--- src/rtl/seq101_pkg.sv ---
package seq101_pkg;
  localparam int NUM_ST = 4;
  // one-hot bit positions
  localparam int ST_IDLE = 0;
  localparam int ST_ONE  = 1;
  localparam int ST_ONEZ = 2;
  localparam int ST_HIT  = 3;
  typedef logic [NUM_ST-1:0] st_vec_t;
  localparam st_vec_t ST_RESET = st_vec_t'(1) << ST_IDLE;
endpackage

--- src/rtl/seq101_next.sv ---
module seq101_next
  import seq101_pkg::*;
(
  input  st_vec_t st_i,
  input  logic    x_i,
  output st_vec_t nxt_o
);
  logic legal;

  always_comb begin
    legal = ($countones(st_i) == 1);
    nxt_o = '0;
    nxt_o[ST_IDLE] = !legal | (!x_i & (st_i[ST_IDLE] | st_i[ST_ONEZ]));
    nxt_o[ST_ONE]  = legal & x_i & (st_i[ST_IDLE] | st_i[ST_ONE] | st_i[ST_HIT]);
    nxt_o[ST_ONEZ] = legal & !x_i & (st_i[ST_ONE] | st_i[ST_HIT]);
    nxt_o[ST_HIT]  = legal & x_i & st_i[ST_ONEZ];
  end
endmodule

--- src/rtl/seq101_state_reg.sv ---
module seq101_state_reg
  import seq101_pkg::*;
(
  input  logic    clk_i,
  input  logic    rst_ni,
  input  st_vec_t nxt_i,
  output st_vec_t st_o
);
  always_ff @(posedge clk_i or negedge rst_ni) begin
    if (!rst_ni) st_o <= ST_RESET;
    else         st_o <= nxt_i;
  end


  onehot_state_chk: assert property (@(posedge clk_i) disable iff (!rst_ni)
    $countones(st_o) == 1);
endmodule

--- src/rtl/seq101_detector.sv ---
module seq101_detector
  import seq101_pkg::*;
(
  input  logic clk_i,
  input  logic rst_ni,
  input  logic x_i,
  output logic y_o
);
  st_vec_t st_q, st_d;

  seq101_next u_next (
    .st_i  (st_q),
    .x_i   (x_i),
    .nxt_o (st_d)
  );

  seq101_state_reg u_reg (
    .clk_i  (clk_i),
    .rst_ni (rst_ni),
    .nxt_i  (st_d),
    .st_o   (st_q)
  );

  // Moore output straight from the match flop
  assign y_o = st_q[ST_HIT];


  detect_follows_chk: assert property (@(posedge clk_i) disable iff (!rst_ni)
    (st_q[ST_ONEZ] && x_i) |=> y_o);


  no_back_to_back_chk: assert property (@(posedge clk_i) disable iff (!rst_ni)
    y_o |=> !y_o);


  hit_history_chk: assert property (@(posedge clk_i) disable iff (!rst_ni)
    y_o |-> ($past(x_i) && !$past(x_i, 2)));
endmodule

--- config.mk ---
export PLATFORM = sky130hd
export DESIGN_NAME = seq101_detector
export DESIGN_NICKNAME = d
export VERILOG_FILES = /design/src/rtl/seq101_pkg.sv /design/src/rtl/seq101_next.sv /design/src/rtl/seq101_state_reg.sv /design/src/rtl/seq101_detector.sv
export SDC_FILE = /design/constraint.sdc
export NUM_CORES = 1
export LEC_CHECK = 0
export ABC_AREA = 1
export BUFFER_PORTS_ARGS = -buffer_cell sky130_fd_sc_hd__clkbuf_2
export CAP_MARGIN = 30
export CORE_AREA = 3 3 40 42
export DETAILED_ROUTE_END_ITERATION = 10
export DIE_AREA = 0 0 43 45
export GPL_ROUTABILITY_DRIVEN = 0
export HOLD_SLACK_MARGIN = 0.08
export PLACE_DENSITY = 0.44
export SKIP_CTS_REPAIR_TIMING = 1
export SLEW_MARGIN = 15
export SYNTH_ARGS = -nofsm -noshare
export SYNTH_HDL_FRONTEND = slang
export SYNTH_HIERARCHICAL = 1
export SYNTH_SLANG_ARGS = --single-unit
export TNS_END_PERCENT = 30
--- constraint.sdc ---
create_clock -name clk_i -period 2.75 [get_ports clk_i]
set_input_delay 0.1375 -clock clk_i [delete_from_list [all_inputs] [get_ports clk_i]]
set_output_delay 0.1375 -clock clk_i [all_outputs]
set_load 0.01 [all_outputs]
Word level (Yosys, flattened, before mapping)
Cells that the tools add are included.
{ "word_totals": {"reg_bits": 4, "input_bits": 3, "out_inout_bits": 1, "wordCells": 18} }
{ "classes": {"n_addsub": 3, "eq_ne": 1, "bitwise_logic": 11, "n_reduce_logical": 2} }
{ "op_table": {"columns": ["cell", "n"], "rows": [
  ["adder 32 bit", 1],
  ["equality test 32 x 2 -> 1 bit, second input constant", 1],
  ["AND 1 bit", 6],
  ["OR 1 bit", 5],
  ["adder 1 x 1 -> 2 bit", 2],
  ["zero test 1 bit", 2]
]} }

Longest topological paths before layout
Gate-level depths: netlist (run 1).
{ "logic_depth": {"ltp_word": 5, "ltp_mapped": 8} }

Cells and area by module
The synthesis (run 1) kept the hierarchy.
{ "modules_own_cells": {"columns": ["mod", "n_inst", "cells_per_inst", "area_each_um2", "seq_area_each_um2"], "rows": [
  ["seq101_next", 1, 22, 137.6, 0.0],
  ["seq101_state_reg", 1, 4, 101.3, 101.3]
]} }

Least setup slack after synthesis (run 1)
OpenSTA, ideal clock, no wires.
{ "synth_timing": {"kind": "register -> register", "start": "register u_reg.st_o[0]", "end": "register u_reg.st_o[1]", "t_arrival_ps": 1855, "slack_ps": 823, "path_stages_with_launch": 9, "n_path_buf": 0, "period_less_slack_ps": 1927, "path_cell_list": "dfstp_2 > inv_1 > fa_1 > inv_1 > ha_1 > ha_1 > nor2_2 > nand3_2 > nor2_1"} }
{ "synth_via": {"elab_chain_cells": 5, "word_cells_on_any_way": 7} }
{ "synth_lines": {"columns": ["element", "line", "text"], "rows": [
  ["from (decl)", "seq101_state_reg.sv:7", "output st_vec_t st_o"],
  ["from (signal assigned)", "seq101_state_reg.sv:11", "else st_o <= nxt_i;"],
  ["adder 1 x 1 -> 2 bit (implied by the code)", "seq101_next.sv:11", "legal = ($countones(st_i) == 1);"],
  ["adder 32 bit (implied by the code)", "seq101_next.sv:11", null],
  ["equality test 32 x 2 -> 1 bit", "seq101_next.sv:11", null],
  ["AND 1 bit", "seq101_next.sv:14", "nxt_o[ST_ONE] = legal & x_i & (st_i[ST_IDLE] | st_i[ST_ONE] | st_i[ST_HIT]);"],
  ["AND 1 bit (*)", "seq101_next.sv:14", null],
  ["net st_d[1]", "seq101_detector.sv:9", "st_vec_t st_q, st_d;"]
]} }
The timed path passes the listed nets; every way through them passes the cells marked *.

Worst setup path after layout (run 1)
{ "layout_timing": {"start": "register u_reg.st_o[0]", "end": "register u_reg.st_o[3]"} }
{ "layout_via": {"elab_chain_cells": 5} }
{ "layout_lines": {"columns": ["element", "line", "text"], "rows": [
  ["adder 1 x 1 -> 2 bit (implied by the code)", "seq101_next.sv:11", null],
  ["adder 32 bit (implied by the code)", "seq101_next.sv:11", null],
  ["equality test 32 x 2 -> 1 bit", "seq101_next.sv:11", null],
  ["AND 1 bit (2 in series)", "seq101_next.sv:16", "nxt_o[ST_HIT] = legal & x_i & st_i[ST_ONEZ];"],
  ["net st_d[3]", "seq101_detector.sv:9", null]
]} }
The timed path passes the listed nets, and every way through them passes these cells.

==> results of run 1 <==
-- placed cells by master (no fill, tap or decap), types with 2 or more instances in the layout --
cell and instances:
dfrtp_1 3, ha_1 3, o21ai_0 2, clkbuf_4 3, nor2_1 4, inv_1 8, clkbuf_2 3
-- per-stage QoR --
stage | total power [mW] | hold WS [ns]
after CTS | 0.3001 | -0.3123
after detailed placement | 0.2169 | -0.05307
after global placement | 0.2128 | -0.05582
after global routing | 0.3282 | 0.1560
after floorplan | 0.1895 | -0.1581
final | 0.2919 | 0.1474
-- synthesized netlist by cell type --
master and instances:
dfrtp_1 3, dfstp_2 1, fa_1 1, ha_1 3
inv_1 8, nand2_1 1, nand3_1 1, nand3_2 1
nor2_1 4, nor2_2 1, o21ai_0 2
-- worst register-to-register path, cell delays in order (launching register included) --
cell and delay, ns:
dfstp_2 0.52, inv_1 0.06, fa_1 0.53, inv_1 0.04
ha_1 0.17, ha_1 0.28, nor2_2 0.16, nand3_2 0.09
nor2_1 0.11
-- worst paths after layout --
check                      slack, ns             to  depth (start not counted)     startpoint
hold / removal                  0.15  u_reg/st_o[1]                          3            x_i
max in group asynchronous       2.30  u_reg/st_o[0]                          2         rst_ni
hold reg to reg                 0.52  u_reg/st_o[3]                          2  u_reg/st_o[2]
setup / recovery                0.71  u_reg/st_o[3]                          8  u_reg/st_o[0]
setup reg to reg                0.71  u_reg/st_o[3]                          8  u_reg/st_o[0]
min in group asynchronous       0.24  u_reg/st_o[3]                          2         rst_ni
-- power by group --
| group | total (mW) | leakage, nW | internal [mW] | switching (mW) |
|---|---|---|---|---|
| clock | 0.0784 | 0.0150 | 0.0544 | 0.0240 |
| sequential | 0.0896 | 0.0514 | 0.0810 | 0.00855 |
| combinational | 0.124 | 0.104 | 0.0509 | 0.0729 |
| total | 0.292 | 0.171 | 0.186 | 0.105 |
-- logic make-up after synthesis --
logic type	Yosys count	synth area share
flip-flops	4	0.4241
adder cells (fa/ha/maj)	4	0.2409
buffers and inverters	8	0.1257
AND/OR/NAND/NOR	8	0.1675
AO/OA/AOI/OAI	2	0.04189
-- final cells by class --
class                   count  area, µm²  share of cell area
clock buffers               4      26.28             0.08502
inverters                   8      30.03             0.09717
multi-input cells          14      107.6              0.3482
flip-flops and latches      4      101.3              0.3279
well taps                  15      18.77             0.06073
repair buffers              4      25.02             0.08097
-- layer usage --
| layer | vias up | track usage |
|---|---|---|
| li1 | 91 | - |
| met1 | 75 | 0.05366 |
| met2 | 2 | 0.07485 |
| met3 | 0 | 0.02789 |
| met4 | 0 | 0.09036 |
| met5 | - | 0 |
==> impl_metrics.py, run 1 <==
metrics = {
    "run_status": {
        "status": "complete, no violations",
    },
    "final_layout": {
        "drive_above_1_share": 0.2647,
        "top_regs": "u_reg/st_o (4)",
        "top_register": "u_reg/st_o",
        "fin_util": 0.2405,
        "syn2layout_area_growth_pct": 29.32,
        "largest_reg_flops": 4,
        "fin_area_um2": 309.0,
        "layout.nets": 42,
        "diodes": 0,
        "stdcell_count": 49,
        "nFillCells": 148,
    },
    "job": {
        "maxCapViolations": 0,
    },
    "floorplan": {
        "initial_core_util": 0.1860,
        "die-width_um": 43,
        "placementRows": 13,
        "die_h_um": 45,
        "core_area_um2": 1285,
        "io_pins": 4,
        "die_area_um2": 1935,
    },
    "routing": {
        "post_drt_wl_per_cell_um": 7.653,
        "wl_um": 375,
        "dr.pass1.iters": 2,
        "top_layer_used": "met3",
        "met2_length_um": 195,
        "wl_met3_um": 20,
        "num_vias": 168,
        "first_iter_violations": 1,
        "viasPerCell": 3.429,
        "wl_met1_um": 160,
        "drc_errors": 0,
        "drtAntennaViolNets": 0,
    },
    "clock_tree": {
        "clockBufferDepth": 2,
        "tritoncts": "yes",
        "clock-sinks": 4,
        "clk_latency_ns": 0.23,
        "cts-root-buf": "clkbuf_4",
        "numCtsBuffers": 3,
        "cts_max_level": 1,
        "clk_pin_slew_ns": 0.04,
    },
    "place": {
        "place_ws_ns": 0.6815,
        "placed_cell_area_um2": 272.8,
        "dp_cells": 44,
        "port-buffer-count": 3,
        "hpwl_um": 337.4,
    },
    "synthesis": {
        "ys_top_cells_by_area": "dfrtp_1 (31%), ha_1 (16%), inv_1 (13%), dfstp_2 (11%), fa_1 (8.4%)",
        "netlist.area_leader.share": 0.3141,
        "synth_cells": 26,
        "ys_seq_elements": 4,
        "yosysWarnings": 6,
        "ys_types": 11,
        "syn_avg_cell_area_um2": 9.192,
        "ys_seq_area_frac": 0.4241,
        "syn-cell-area_um2": 239.0,
        "synth_nets": 33,
        "yosysTopAreaCell": "dfrtp_1",
    },
    "timing": {
        "slew_headroom": 0.9029,
        "hold_viol_final": 0,
        "rsz0062_at_grt": "false",
        "setup_viol_count_final": 0,
        "period_share": 0.7418,
        "worst_pin_slew_ns": 0.1442,
        "setup_ws_ns": 0.7099,
        "slew_viol_final": 0,
        "max_freq_mhz": 490.2,
        "setup-tns-final_ns": 0,
        "min_period_ns": 2.040,
        "skew_ns": 0.004804,
    },
    "setup_path": {
        "required_ns": 2.91,
        "worst-path-buf-inv": 2,
        "cp_max_fo": 3,
        "cp-start-kind": "register",
        "slowest_stage": "fa_1",
        "worstSetupEndpointType": "register",
        "crit_family": "adder cells",
        "arrival_ns": 2.20,
        "worstSetupPathType": "register to register",
        "crit_chain": "inv_1 > fa_1 > inv_1 > ha_1 > ha_1 > nor2_2 > nand3_2 > nor2_1",
        "slowest_delay_ns": 0.53,
    },
    "grt": {
        "overflow": 0,
        "antenna_found_initial": 0,
        "grt_usage": 0.05769,
        "grt_pass1_wl_um": 738,
        "grt_pass1_vias": 194,
        "grt_max_degree": 5,
    },
    "power": {
        "leakagePower_nw": 0.1706,
        "ir_worst_vdd_mv": 0.2136,
        "powerDensity_nw_per_um2": 944.4,
    },
    "hold_path": {
        "hold_class": "input pin to register",
    },
}
No activity file was read; power rests on OpenSTA's default activity.
==> run 2: changes to the inputs <==
- ABC_AREA: 1 -> 0
- clock period: 2.75 -> 2.1 ns (I/O delays scaled with it)
==> impl_metrics.py, run 2 <==
metrics = {
    "run_status": {
        "status": "complete, no violations",
    },
    "clock_tree": {
        "cts-root-buf": "clkbuf_4",
        "clockBufferDepth": 2,
        "clk_latency_ns": 0.24,
        "numCtsBuffers": 3,
        "tritoncts": "yes",
        "clock-sinks": 4,
        "cts_max_level": 1,
        "clk_pin_slew_ns": 0.04,
    },
    "synthesis": {
        "ys_top_cells_by_area": "dfrtp_1 (32%), ha_1 (16%), dfstp_2 (11%), nor3b_2 (11%), fa_1 (8.5%)",
        "synth_nets": 28,
        "syn-cell-area_um2": 235.2,
        "syn_avg_cell_area_um2": 11.20,
        "ys_seq_elements": 4,
        "ys_types": 11,
        "yosysTopAreaCell": "dfrtp_1",
        "yosysMostFrequentCell": "inv_1",
        "ys_top_cells_by_count": "inv_1 (5), dfrtp_1 (3), ha_1 (3)",
        "yosysWarnings": 6,
        "netlist.area_leader.share": 0.3191,
        "synth_cells": 21,
        "ys_seq_area_frac": 0.4309,
        "synthFlopType": "dfrtp_1",
        "async_flop_share": 1.000,
        "synth-edff-count": 0,
    },
    "timing": {
        "slew_viol_final": 0,
        "min_period_ns": 2.027,
        "worst_pin_slew_ns": 0.2428,
        "period_share": 0.9652,
        "slew_headroom": 0.8374,
        "skew_ns": 0.01059,
        "max_freq_mhz": 493.3,
        "hold_viol_final": 0,
        "timing.hold.ws_ns": 0.2015,
        "setup_viol_count_final": 0,
        "rsz0062_at_grt": "false",
    },
    "setup_path": {
        "crit_chain": "inv_2 > fa_1 > inv_1 > ha_2 > ha_4 > nor3b_2 > and3_4",
        "startpoint": "u_reg/st_o[0]",
        "arrival_ns": 2.19,
        "cp-start-kind": "register",
        "reg2reg_slack_ns": 0.07,
        "worst-path-buf-inv": 2,
        "required_ns": 2.26,
        "slowest_delay_ns": 0.53,
        "crit_family": "adder cells",
        "slowest_stage": "dfstp_2",
        "critPathCapture": "u_reg/st_o[3]",
        "cp_max_fo": 4,
        "timing.rr.end": "u_reg/st_o[3]",
        "worst-path-stages": 7,
        "worstSetupEndpointType": "register",
        "worstSetupPathType": "register to register",
        "reg2regPathDepth": 7,
        "r2r_start": "u_reg/st_o[0]",
    },
    "job": {
        "maxCapViolations": 0,
    },
    "final_layout": {
        "mostFrequentLayoutCell": "inv_1",
        "drive_above_1_share": 0.4333,
        "top_register": "u_reg/st_o",
        "diodes": 0,
        "fin_util": 0.2600,
        "nFillCells": 136,
        "final_cell_mix": "inv_1 (4), clkbuf_4 (3), clkbuf_2 (3), dfrtp_1 (3)",
        "largest_reg_flops": 4,
        "syn2layout_area_growth_pct": 42.02,
        "top_regs": "u_reg/st_o (4)",
        "layout.nets": 38,
    },
    "routing": {
        "viasPerCell": 3.422,
        "first_iter_violations": 1,
        "drtAntennaViolNets": 0,
        "drc_errors": 0,
        "post_drt_wl_per_cell_um": 8.356,
        "wl_um": 376,
        "num_vias": 154,
        "dr.pass1.iters": 2,
    },
    "place": {
        "hpwl_um": 297.3,
        "port-buffer-count": 3,
    },
    "power": {
        "leakagePower_nw": 0.1604,
        "power.total_mw": 0.3909,
        "powerDensity_nw_per_um2": 1170,
        "p_int_mw": 0.2610,
        "swShare": 0.3323,
        "comb_power_share": 0.427,
        "p_seq_frac": 0.311,
        "power_switching_mw": 0.1299,
        "ir_worst_vdd_mv": 0.4367,
        "clockPowerShare": 0.262,
    },
    "floorplan": {
        "initial_core_util": 0.1831,
        "core_area_um2": 1285,
        "io_pins": 4,
        "die-width_um": 43,
        "die_h_um": 45,
        "die_area_um2": 1935,
        "placementRows": 13,
    },
    "grt": {
        "grt_usage": 0.04603,
        "grt_max_degree": 5,
        "antenna_found_initial": 0,
        "grt_pass1_vias": 153,
        "overflow": 0,
        "grt_pass1_wl_um": 558,
    },
    "hold_path": {
        "hold_class": "input pin to asynchronous set/reset pin",
    },
}
[run 2: metrics by stage]
step	cells	area, µm²	setup WS, ns	setup TNS [ns]
2_1_floorplan	21	235.2	0.08393	0
6_report	45	334.1	0.07304	0
4_1_cts	43	295.3	-0.06162	-0.1203
3_5_place_dp	39	269.0	-0.05287	-0.1221
3_3_place_gp	39	269.0	-0.008912	-0.01229
5_1_grt	45	334.1	0.009589	0
[run 2: worst min-delay path by stage]
stage | startpoint | endpoint | slack [ns]
floorplan | rst_ni | u_reg/st_o[1] | -0.19
global placement | rst_ni | u_reg/st_o[2] | -0.09
detailed placement | rst_ni | u_reg/st_o[1] | -0.09
CTS | rst_ni | u_reg/st_o[1] | -0.35
global route | rst_ni | u_reg/st_o[1] | 0.21
finish | rst_ni | u_reg/st_o[1] | 0.20
[run 2: final cells by class]
cell class | count | area, µm² | share of cell area
Clock buffer | 4 | 26.28 | 0.07865
Inverter | 5 | 18.77 | 0.05618
Multi-Input combinational cell | 12 | 133.9 | 0.4007
Sequential cell | 4 | 101.3 | 0.3034
Tap cell | 15 | 18.77 | 0.05618
Timing Repair Buffer | 5 | 35.03 | 0.1049
[run 2: cell families after synthesis]
kind of cell | share of synthesized area
AOI/OAI and AO/OA | 0.02126
adders and majority gates | 0.2447
buffers and inverters | 0.07980
DFF | 0.4309
and+or+nand+nor | 0.2234
[run 2: power groups by stage]
stage / sequential (mW) / combinational, mW / clock (mW)
6_report: 0.122 / 0.167 / 0.102
5_1_grt: 0.125 / 0.185 / 0.114
4_1_cts: 0.120 / 0.153 / 0.109
3_5_place_dp: 0.121 / 0.153 / 0
2_1_floorplan: 0.117 / 0.119 / 0
3_3_place_gp: 0.120 / 0.145 / 0
[run 2: layer usage]
layer  track usage  routed length (µm)  vias to the layer above
met5             0                   0                        -
met1       0.04645                 195                       68
met3       0.01195                  18                        0
met2       0.05389                 162                        4
met4       0.09036                   0                        0
li1              -                   -                       82
